### src/rtl/tmwake_ctrl.sv
module tmwake_ctrl #(
  parameter int TB_BIT = 13,
  parameter logic [2:0] LVL_OFF = 3'b111
) (
  input  logic       clk,
  input  logic       rst_n,
  input  logic       stby_req,
  input  logic       ext_rst_n,
  input  logic       irq_valid,
  input  logic [2:0] irq_level,
  output logic       pll_en,
  output logic       clk_sel_pll,
  output logic       pll_selected,
  output logic       cpu_run,
  output logic       wake_by_irq
);
  localparam int CNT_W = TB_BIT + 1;

  typedef enum logic [1:0] {
    ST_PLL   = 2'd0,
    ST_STBY  = 2'd1,
    ST_WFALL = 2'd2,
    ST_WRISE = 2'd3
  } st_t;

  st_t st_q, st_d;
  logic [CNT_W-1:0] tb_cnt;
  logic mon_q, cause_q;
  logic mon_now, mon_fall, mon_rise;
  logic irq_wake, rst_wake, wake;

  assign mon_now  = tb_cnt[TB_BIT];
  assign mon_fall = mon_q & ~mon_now;
  assign mon_rise = ~mon_q & mon_now;
  assign irq_wake = irq_valid && (irq_level != LVL_OFF);
  assign rst_wake = ~ext_rst_n;
  assign wake     = rst_wake | irq_wake;

  always_ff @(posedge clk or negedge rst_n) begin
    if (!rst_n) begin
      tb_cnt <= '0;
      mon_q  <= 1'b1;
    end else begin
      tb_cnt <= tb_cnt + 1'b1;
      mon_q  <= mon_now;
    end
  end

  always_comb begin
    st_d = st_q;
    unique case (st_q)
      ST_PLL:   if (stby_req) st_d = ST_STBY;
      ST_STBY:  if (wake)     st_d = ST_WFALL;
      ST_WFALL: if (mon_fall) st_d = ST_WRISE;
      ST_WRISE: if (mon_rise) st_d = ST_PLL;
      default:                st_d = ST_WFALL;
    endcase
  end

  always_ff @(posedge clk or negedge rst_n) begin
    if (!rst_n) begin
      st_q    <= ST_WFALL;
      cause_q <= 1'b0;
    end else begin
      st_q <= st_d;
      if (st_q == ST_STBY && wake) cause_q <= ~rst_wake;
    end
  end

  assign pll_en       = (st_q != ST_STBY);
  assign clk_sel_pll  = (st_q == ST_PLL);
  assign pll_selected = clk_sel_pll;
  assign cpu_run      = (st_q != ST_STBY) && ext_rst_n;
  assign wake_by_irq  = cause_q;
endmodule

### config.mk
export PLATFORM = sky130hd
export DESIGN_NAME = tmwake_ctrl
export DESIGN_NICKNAME = d
export VERILOG_FILES = /design/src/rtl/tmwake_ctrl.sv
export SDC_FILE = /design/constraint.sdc
export NUM_CORES = 1
export LEC_CHECK = 0
export ABC_CLOCK_PERIOD_IN_PS = 4600
export BUFFER_PORTS_ARGS = -buffer_cell sky130_fd_sc_hd__buf_2
export CAP_MARGIN = 15
export CORE_MARGIN = 1
export CORE_UTILIZATION = 45
export CTS_BUF_LIST = sky130_fd_sc_hd__clkbuf_4 sky130_fd_sc_hd__clkbuf_8
export CTS_CLUSTER_DIAMETER = 40
export DETAILED_ROUTE_END_ITERATION = 10
export HOLD_SLACK_MARGIN = 0.05
export PLACE_DENSITY = 0.66
export SLEW_MARGIN = 20
export SYNTH_ARGS = -nofsm -noshare
export SYNTH_HDL_FRONTEND = slang
export SYNTH_SLANG_ARGS = --single-unit
### constraint.sdc
create_clock -name clk -period 4.6 [get_ports clk]
set_input_delay 0.23 -clock clk [delete_from_list [all_inputs] [get_ports clk]]
set_output_delay 0.23 -clock clk [all_outputs]
set_load 0.05 [all_outputs]
* Word level (Yosys, flattened, before mapping)
Cells that the tools add are included.
** Storage, ports and cells
- Flip-flop bits (word level) :: 18
- Bits of input ports :: 8
- Output and inout bits :: 5
** Cells by class
- $add $sub $neg :: 1
- Equal/unequal tests :: 9
- Mux-type cells :: 5
- Bitwise gates (word level) :: 6
- Reduce and logical (&&, ||, !) cells :: 5
** Operator list (count)
- adder 14 x 1 -> 14 bit, second input constant :: 1
- two-way mux 2 bit :: 4
- inequality test 2 bit, second input constant :: 4
- one-hot mux 2 bit (4 select lines) :: 1
- equality test 2 bit, second input constant :: 2
- AND reduction 4 bit :: 1
- logical AND 1 bit :: 3
- inequality test 3 bit, second input constant :: 1
- NOT 1 bit :: 3
- bitwise AND 1 bit :: 2
- equality test 2 x 1 -> 1 bit, second input constant :: 1
- zero test 2 bit :: 1
- inequality test 2 x 1 -> 1 bit, second input constant :: 1
- bitwise OR 1 bit :: 1

* Longest topological paths before layout
Gate-level depths: netlist (run 1).
- Depth in word-level cells :: 5
- Depth in mapped cells :: 6

* Worst setup path before layout (run 1)
Ideal clock, no wire load.
- Kind :: register -> output
- Start :: register st_q[1]
- End :: output cpu_run
- Arrival time :: 1.482 ns
- Path slack :: 2.888 ns
- Stages on the path, launching flop included :: 4
- Path buffers :: 0
- Cells stage by stage :: dfstp_2 > inv_1 > ha_1 > nor2_1
** Between the ends
- Cells in the longest elaborated chain, start to end :: 2
** RTL lines
- start, declared :: line 26 : st_t st_q, st_d;
- start signal, assigned :: line 65 : st_q <= st_d;
- inequality test 2 x 1 -> 1 bit :: line 73 : assign cpu_run = (st_q != ST_STBY) && ext_rst_n;
- logical AND 1 bit :: line 73
- end, declared :: line 14 : output logic cpu_run,
Every way passes these cells.

* Worst setup path after layout (run 1)
Ends and elaborated chain as after synthesis.

==> metrics.txt, run 1 <==
peak supply drop=between 200 and 250 uV; Pwr Density=~480 nW/um2; Core Footprint=between 1500 and 2000 um2; Site Rows=15; fmax=between 0.5 and 0.6 GHz; post-synth cell types=23; CTS Buf Count=3; RSZ-0062 raised after global routing=false; nets@finish=around 100; Avg WL per Cell=about 12 um; DP HPWL=just over 1 mm; Root Driver=clkbuf_4; Initial Util=49.0%; Max transition margin=around three quarters; clock latency on the worst-skew pair=between 0.2 and 0.3 ns; clk sinks=18; clock transition at the registers of the reported paths=approximately 0.1 ns; fin crit share=between 30 and 40%; vias in the first global route=between 500 and 600; Clock H-tree levels=1; time the worst path needs with I/O delays and setup=around 1.8 ns; Syn Area/Cell=12.2 um2; crit-path max FO=5; P&R area growth vs syn=15.2%; total congestion overflow=0; run status=finished, final reports clean; DRT antenna net count=0; Post-Syn Nets=84; DRT Pass-1 Iters=4; first-pass GRT wire length=2.44 mm; Worst Hold Class=input pin to flip-flop; Final TNS setup=0 ns; Top Ports=13; gr usage total=between 10% and 20%; Final Hold Fails=0; Residual DRC=0; critical path endpoint category=output port; slack of the worst reg-to-reg path=about 2.9 ns; layout cells sized above 1=roughly 28%; diode count=0; drt total wl=between 1 and 1.5 mm; most common cell after layout, fill and taps aside=dfrtp_1; largest net degree at the start of global routing=19; yosys warns=0; Seq cells post-synth=18; 1st-iter DRT viols=2; worst slew pin tran=0.392 ns; die height=around 46 um; final non-filler cell total=111; commonest non-fill, non-tap cells in the layout=16 x dfrtp_1, 12 x buf_2, 9 x xnor2_1; Leak Pwr=0.000502 uW; # setup viols final=0; cell area after synthesis=approximately 850 um2; Hold WS=approximately 0.23 ns; TritonCTS clock tree=done; WP data required=4.37 ns; maxcap violations=0; vias=between 500 and 600; routability cong.=0.773; Die Area=2080 um2; drt via density=between 4 and 5; Syn Inst Count=70; Fin Clk Skew=roughly 0.0013 ns; Bufs on Longest Clock Path=2; Die Wd=45.6 um; max-slew violation count=0; critical path type=flip-flop to output port; # port buffers=12; sequential element share of the synthesized area=between 50 and 60%; cts repair resizes=0; arrival time at the worst endpoint=~1.6 ns; initial antenna violation count=0; # placed instances=about 110; CP Launch Type=flip-flop; overall power=approximately 480 uW
[where the power goes]
group | leakage, uW | total [uW] | internal (uW) | switching (uW)
Combinational | 0.000255 | 194 | 60.9 | 133
Sequential | 0.000226 | 188 | 177 | 11.6
Clock | 0.0000210 | 95.0 | 48.2 | 46.8
Total | 0.000502 | 477 | 286 | 191
[final timing paths]
| check | from | endpoint | cells after the start |
|---|---|---|---|
| worst min register to register | tb_cnt[13]$_DFF_PN0_ | mon_q$_DFF_PN1_ | 0 |
| max in group asynchronous | rst_n | mon_q$_DFF_PN1_ | 2 |
| worst max-delay path | st_q[1]$_DFFE_PN1P_ | cpu_run | 4 |
| worst min-delay path | ext_rst_n | wake_by_irq$_DFFE_PN0P_ | 3 |
| worst max register to register | st_q[1]$_DFFE_PN1P_ | st_q[1]$_DFFE_PN1P_ | 6 |
| min in group asynchronous | rst_n | wake_by_irq$_DFFE_PN0P_ | 2 |
[cell usage after synthesis (all sizes together)]
library cell   n  area, um2
a31oi          1       6.26
mux2i          1       10.0
nand3          6       30.0
nand2b         1       6.26
mux2           1       11.3
xor2           3       26.3
o221ai         1       8.76
nand4          2       25.0
a21oi          2       10.0
and3           3       28.8
xnor2          9       78.8
nand2          3       11.3
buf            1       7.51
ha             6       75.1
inv            6       22.5
a2bb2oi        1       8.76
nor3b          1       7.51
dfrtp         16        400
nor2           2       7.51
dfstp          2       52.6
and4           2       20.0
[cells by family (layout without fill, tap and decap cells)]
logic type / Yosys count / after routing / synth area share [%]
and+or+nand+nor: 20 / 20 / 16.0
DFF: 18 / 18 / 53.0
adders and majority gates: 6 / 6 / 8.78
buffers and inverters: 7 / 23 / 3.51
muxes: 2 / 2 / 2.49
AOI/OAI and AO/OA: 5 / 5 / 3.95
xor gates and xnor gates: 12 / 12 / 12.3
[flip-flops by register name (all words and copies together), names as in the netlist]
signal / count
tb_cnt: 14
wake_by_irq: 1
st_q: 2
mon_q: 1
[worst max-delay path, cell delays in order (launching register included)]
cell	delay (ns)
dfstp_2	0.57
inv_1	0.07
ha_1	0.23
nor2_1	0.12
buf_2	0.27
[routing by layer]
metal,GRT usage [%],vias to the layer above,share of wire (%)
met5,0,-,0
met4,5.45,0,0.85
met3,4.76,2,2.5
met2,27.7,7,52
met1,20.8,268,45
li1,-,270,-
[what timing repair did]
| item | in CTS | in global routing |
|---|---|---|
| endpoints found under the hold margin | 16 | 0 |
| buffers inserted | 0 | 0 |
| hold buffers | 1 | 0 |
[through the flow]
step	cell area, um2	setup slack, ns	util, %
floorplan	855	2.89	-
global placement	938	2.99	53.8
detailed placement	938	2.95	53.8
CTS	985	2.81	56.4
global route	985	2.71	56.4
finish	985	2.82	56.4
[area by class of cell]
class	count	area, um2
Clock buffer	4	36.3
Multi-Input combinational cell	45	372
Timing Repair Buffer	13	70.1
Fill cell	166	761
Tap cell	25	31.3
Inverter	6	22.5
Sequential cell	18	453
Power figures use the tool's default switching activity.
==> run 2, diff against run 1 <==
--- a/config.mk
+++ b/config.mk
@@ -5,7 +5,7 @@
 export SDC_FILE = /design/constraint.sdc
 export NUM_CORES = 1
 export LEC_CHECK = 0
-export ABC_CLOCK_PERIOD_IN_PS = 4600
+export ABC_CLOCK_PERIOD_IN_PS = 1500
 export BUFFER_PORTS_ARGS = -buffer_cell sky130_fd_sc_hd__buf_2
 export CAP_MARGIN = 15
 export CORE_MARGIN = 1
@@ -14,7 +14,7 @@
 export CTS_CLUSTER_DIAMETER = 40
 export DETAILED_ROUTE_END_ITERATION = 10
 export HOLD_SLACK_MARGIN = 0.05
-export PLACE_DENSITY = 0.66
+export PLACE_DENSITY = 0.68
 export SLEW_MARGIN = 20
 export SYNTH_ARGS = -nofsm -noshare
 export SYNTH_HDL_FRONTEND = slang
==> constraint.sdc (replaced) <==
create_clock -name clk -period 1.5 [get_ports clk]
set_input_delay 0.075 -clock clk [delete_from_list [all_inputs] [get_ports clk]]
set_output_delay 0.075 -clock clk [all_outputs]
set_load 0.05 [all_outputs]
==> run 2 against run 1 <==
Net effect: the flow now finishes with violations (negative setup slack); sequential share of layout area fell by 5.3 points; clock power is 140% higher; count of clock-buffer cells in the layout decreased by 1; final cell count rose by 5.4%; largest power group unchanged; largest cell class unchanged.
==> metrics.txt, run 2 (same netlist as run 1, synthesis figures left out) <==
DRT antenna net count=0 (unchanged); Hold Path End=wake_by_irq$_DFFE_PN0P_; max reg flops=14 (unchanged); diode count=0 (unchanged); Avg WL per Cell=12.1 um (+3.0%); Site Rows=15 (unchanged); drt via density=4.79 (-2.7%); layout cells sized above 1=44.6% (+17 points); # port buffers=12 (unchanged); Setup WS post-layout=-0.0196 ns (-2.83 ns); failing checks=negative setup slack; Clock H-tree levels=1 (unchanged); Worst Hold Class=input pin to flip-flop; CP delay by family, top=flip-flops; TritonCTS clock tree=done; r2r startpoint=st_q[1]$_DFFE_PN1P_; Core Footprint=1750 um2 (unchanged); Largest stage delay, worst path=0.56 ns (about the same); crit path cell chain=buf_4 -> ha_4 -> nor3b_1 -> o221ai_2 -> mux2_4; Residual DRC=0 (unchanged); reg-to-reg endpoint=st_q[1]$_DFFE_PN1P_; Fin Clk Skew=0.00611 ns (+0.00478 ns); Hold WS=0.104 ns (-0.125 ns); nets@finish=108 (+6.9%); WP data required=1.72 ns (-2.65 ns); DP HPWL=974 um (-3.8%); worst slew pin tran=0.385 ns (-0.00700 ns); total congestion overflow=0 (unchanged); gr usage total=17.3% (+0.59 points); Leak Pwr=0.000538 uW (+7.2%); arrival time at the worst endpoint=1.74 ns (+0.19 ns); first-pass GRT wire length=2.44 mm (-0.29%); post-route cell area=1120 um2 (+13%); CTS Buf Count=3 (unchanged); 1st-iter DRT viols=3 (+1); Reg with most FFs=tb_cnt; fmax=0.658 GHz; Placed Area=971 um2 (+3.5%); clk sinks=18 (unchanged); slack of the worst reg-to-reg path=-0.02 ns (-2.96 ns); # setup viols final=1 (+1); critical path type=flip-flop to flip-flop; Bufs on Longest Clock Path=2 (unchanged); most common cell after layout, fill and taps aside=dfrtp_1; max-slew violation count=0 (unchanged); Min-Delay Path Depth=3 (unchanged); final-layout fill cell count=136 (-18%); die height=45.6 um (unchanged); peak supply drop=1070 uV (+340%); initial antenna violation count=0 (unchanged); time the worst path needs with I/O delays and setup=1.52 ns; drt total wl=1.41 mm (+8.6%); clock transition at the registers of the reported paths=0.10 ns (about the same); Die Wd=45.6 um (unchanged); RSZ-0062 raised after global routing=true; Top Ports=13 (unchanged); Levels on crit path=5 (+1); Hold Startpoint=irq_valid; run status=complete, but fails checks; # placed instances=110 (+3.8%); maxcap violations=0 (unchanged); DP Worst Slack=-0.116 ns (-3.07 ns); P&R area growth vs syn=30.6%; biggest regs=tb_cnt: 14 flops, st_q: 2 flops; routability cong.=0.756 (-2.2%); CP Launch Type=flip-flop; largest net degree at the start of global routing=19 (unchanged); crit-path max FO=3 (-2); Worst R2R Path Depth=5 (-1); fin crit share=101%; Buf+Inv Stages, Crit Path=1 (-1); Pwr Density=1560 nW/um2 (+220%); critical path endpoint category=flip-flop; Initial Util=49.0% (unchanged); Root Driver=clkbuf_4; Final TNS setup=-0.0196 ns (-0.0196 ns); DRT Pass-1 Iters=2 (-2); Final Hold Fails=0 (unchanged); Max transition margin=74.3% (+0.47 points); clock latency on the worst-skew pair=0.28 ns (about the same); vias=561 (+2.6%); final non-filler cell total=117 (+5.4%); slowest stage cell, crit path=dfstp_2; commonest non-fill, non-tap cells in the layout=15 x dfrtp_1, 9 x xnor2_1, 8 x buf_2, 6 x nand3_1, 6 x buf_4; vias in the first global route=590 (+1.9%); Die Area=2080 um2 (unchanged)
run 2: changes by cell type in the layout (fill, tap and decap cells not counted), sizes merged:
cell | before | now
buf | 12 | 17
clkbuf | 4 | 5
run 2: cell type report:
type	instances	area (um2)	share of cell area, %
Clock buffer	3	22.5	2.02
Tap cell	25	31.3	2.80
Multi-Input combinational cell	45	438	39.2
Timing Repair Buffer	20	148	13.2
Inverter	6	22.5	2.02
Sequential cell	18	454	40.7
run 2: layer usage:
layer | GRT usage, % | wire (um) | vias to the layer above
met3 | 5.16 | 36 | 2
met2 | 27.4 | 709 | 7
met1 | 20.6 | 651 | 267
li1 | - | - | 285
met4 | 10.3 | 14 | 0
met5 | 0 | 0 | -
run 2: stage by stage:
stage | power [uW] | util, %
final | 1740 | 63.9
after global routing | 1840 | 63.9
after CTS | 1680 | 62.6
after detailed placement | 1240 | 55.6
after global placement | 1220 | 55.6
after floorplan | 1080 | -
run 2: worst reg2reg max path: cells and delay by family, from the launching register on:
| kind | cells | cell delay, ns |
|---|---|---|
| buf+inv | 1 | 0.14 |
| flops | 1 | 0.56 |
| fa+ha+maj | 1 | 0.14 |
| compound gates | 1 | 0.25 |
| mux | 1 | 0.32 |
| simple gates | 1 | 0.05 |
run 2: repair_timing:
action | 4_1_cts | 5_1_grt
hold buffers | 1 | 0
setup endpoints to repair | 4 | 5
gates resized for setup | 16 | 7
pin swaps | 2 | 1
setup buffers | 2 | 1
endpoints found under the hold margin | 18 | 0
run 2: power by group:
group	leakage [uW]	switching, uW	internal, uW
registers	0.000225	47.7	544
logic	0.000299	506	416
clock network	0.0000138	135	93.2
run 2: worst max-delay path by stage:
stage / startpoint / to / slack [ns]
floorplan: st_q[1]$_DFFE_PN1P_ / cpu_run / -0.06
finish: st_q[1]$_DFFE_PN1P_ / st_q[1]$_DFFE_PN1P_ / -0.02
global route: st_q[1]$_DFFE_PN1P_ / st_q[1]$_DFFE_PN1P_ / -0.04
CTS: st_q[0]$_DFFE_PN0P_ / pll_selected / -0.004
global placement: st_q[1]$_DFFE_PN1P_ / st_q[1]$_DFFE_PN1P_ / -0.06
detailed placement: st_q[1]$_DFFE_PN1P_ / st_q[1]$_DFFE_PN1P_ / -0.12
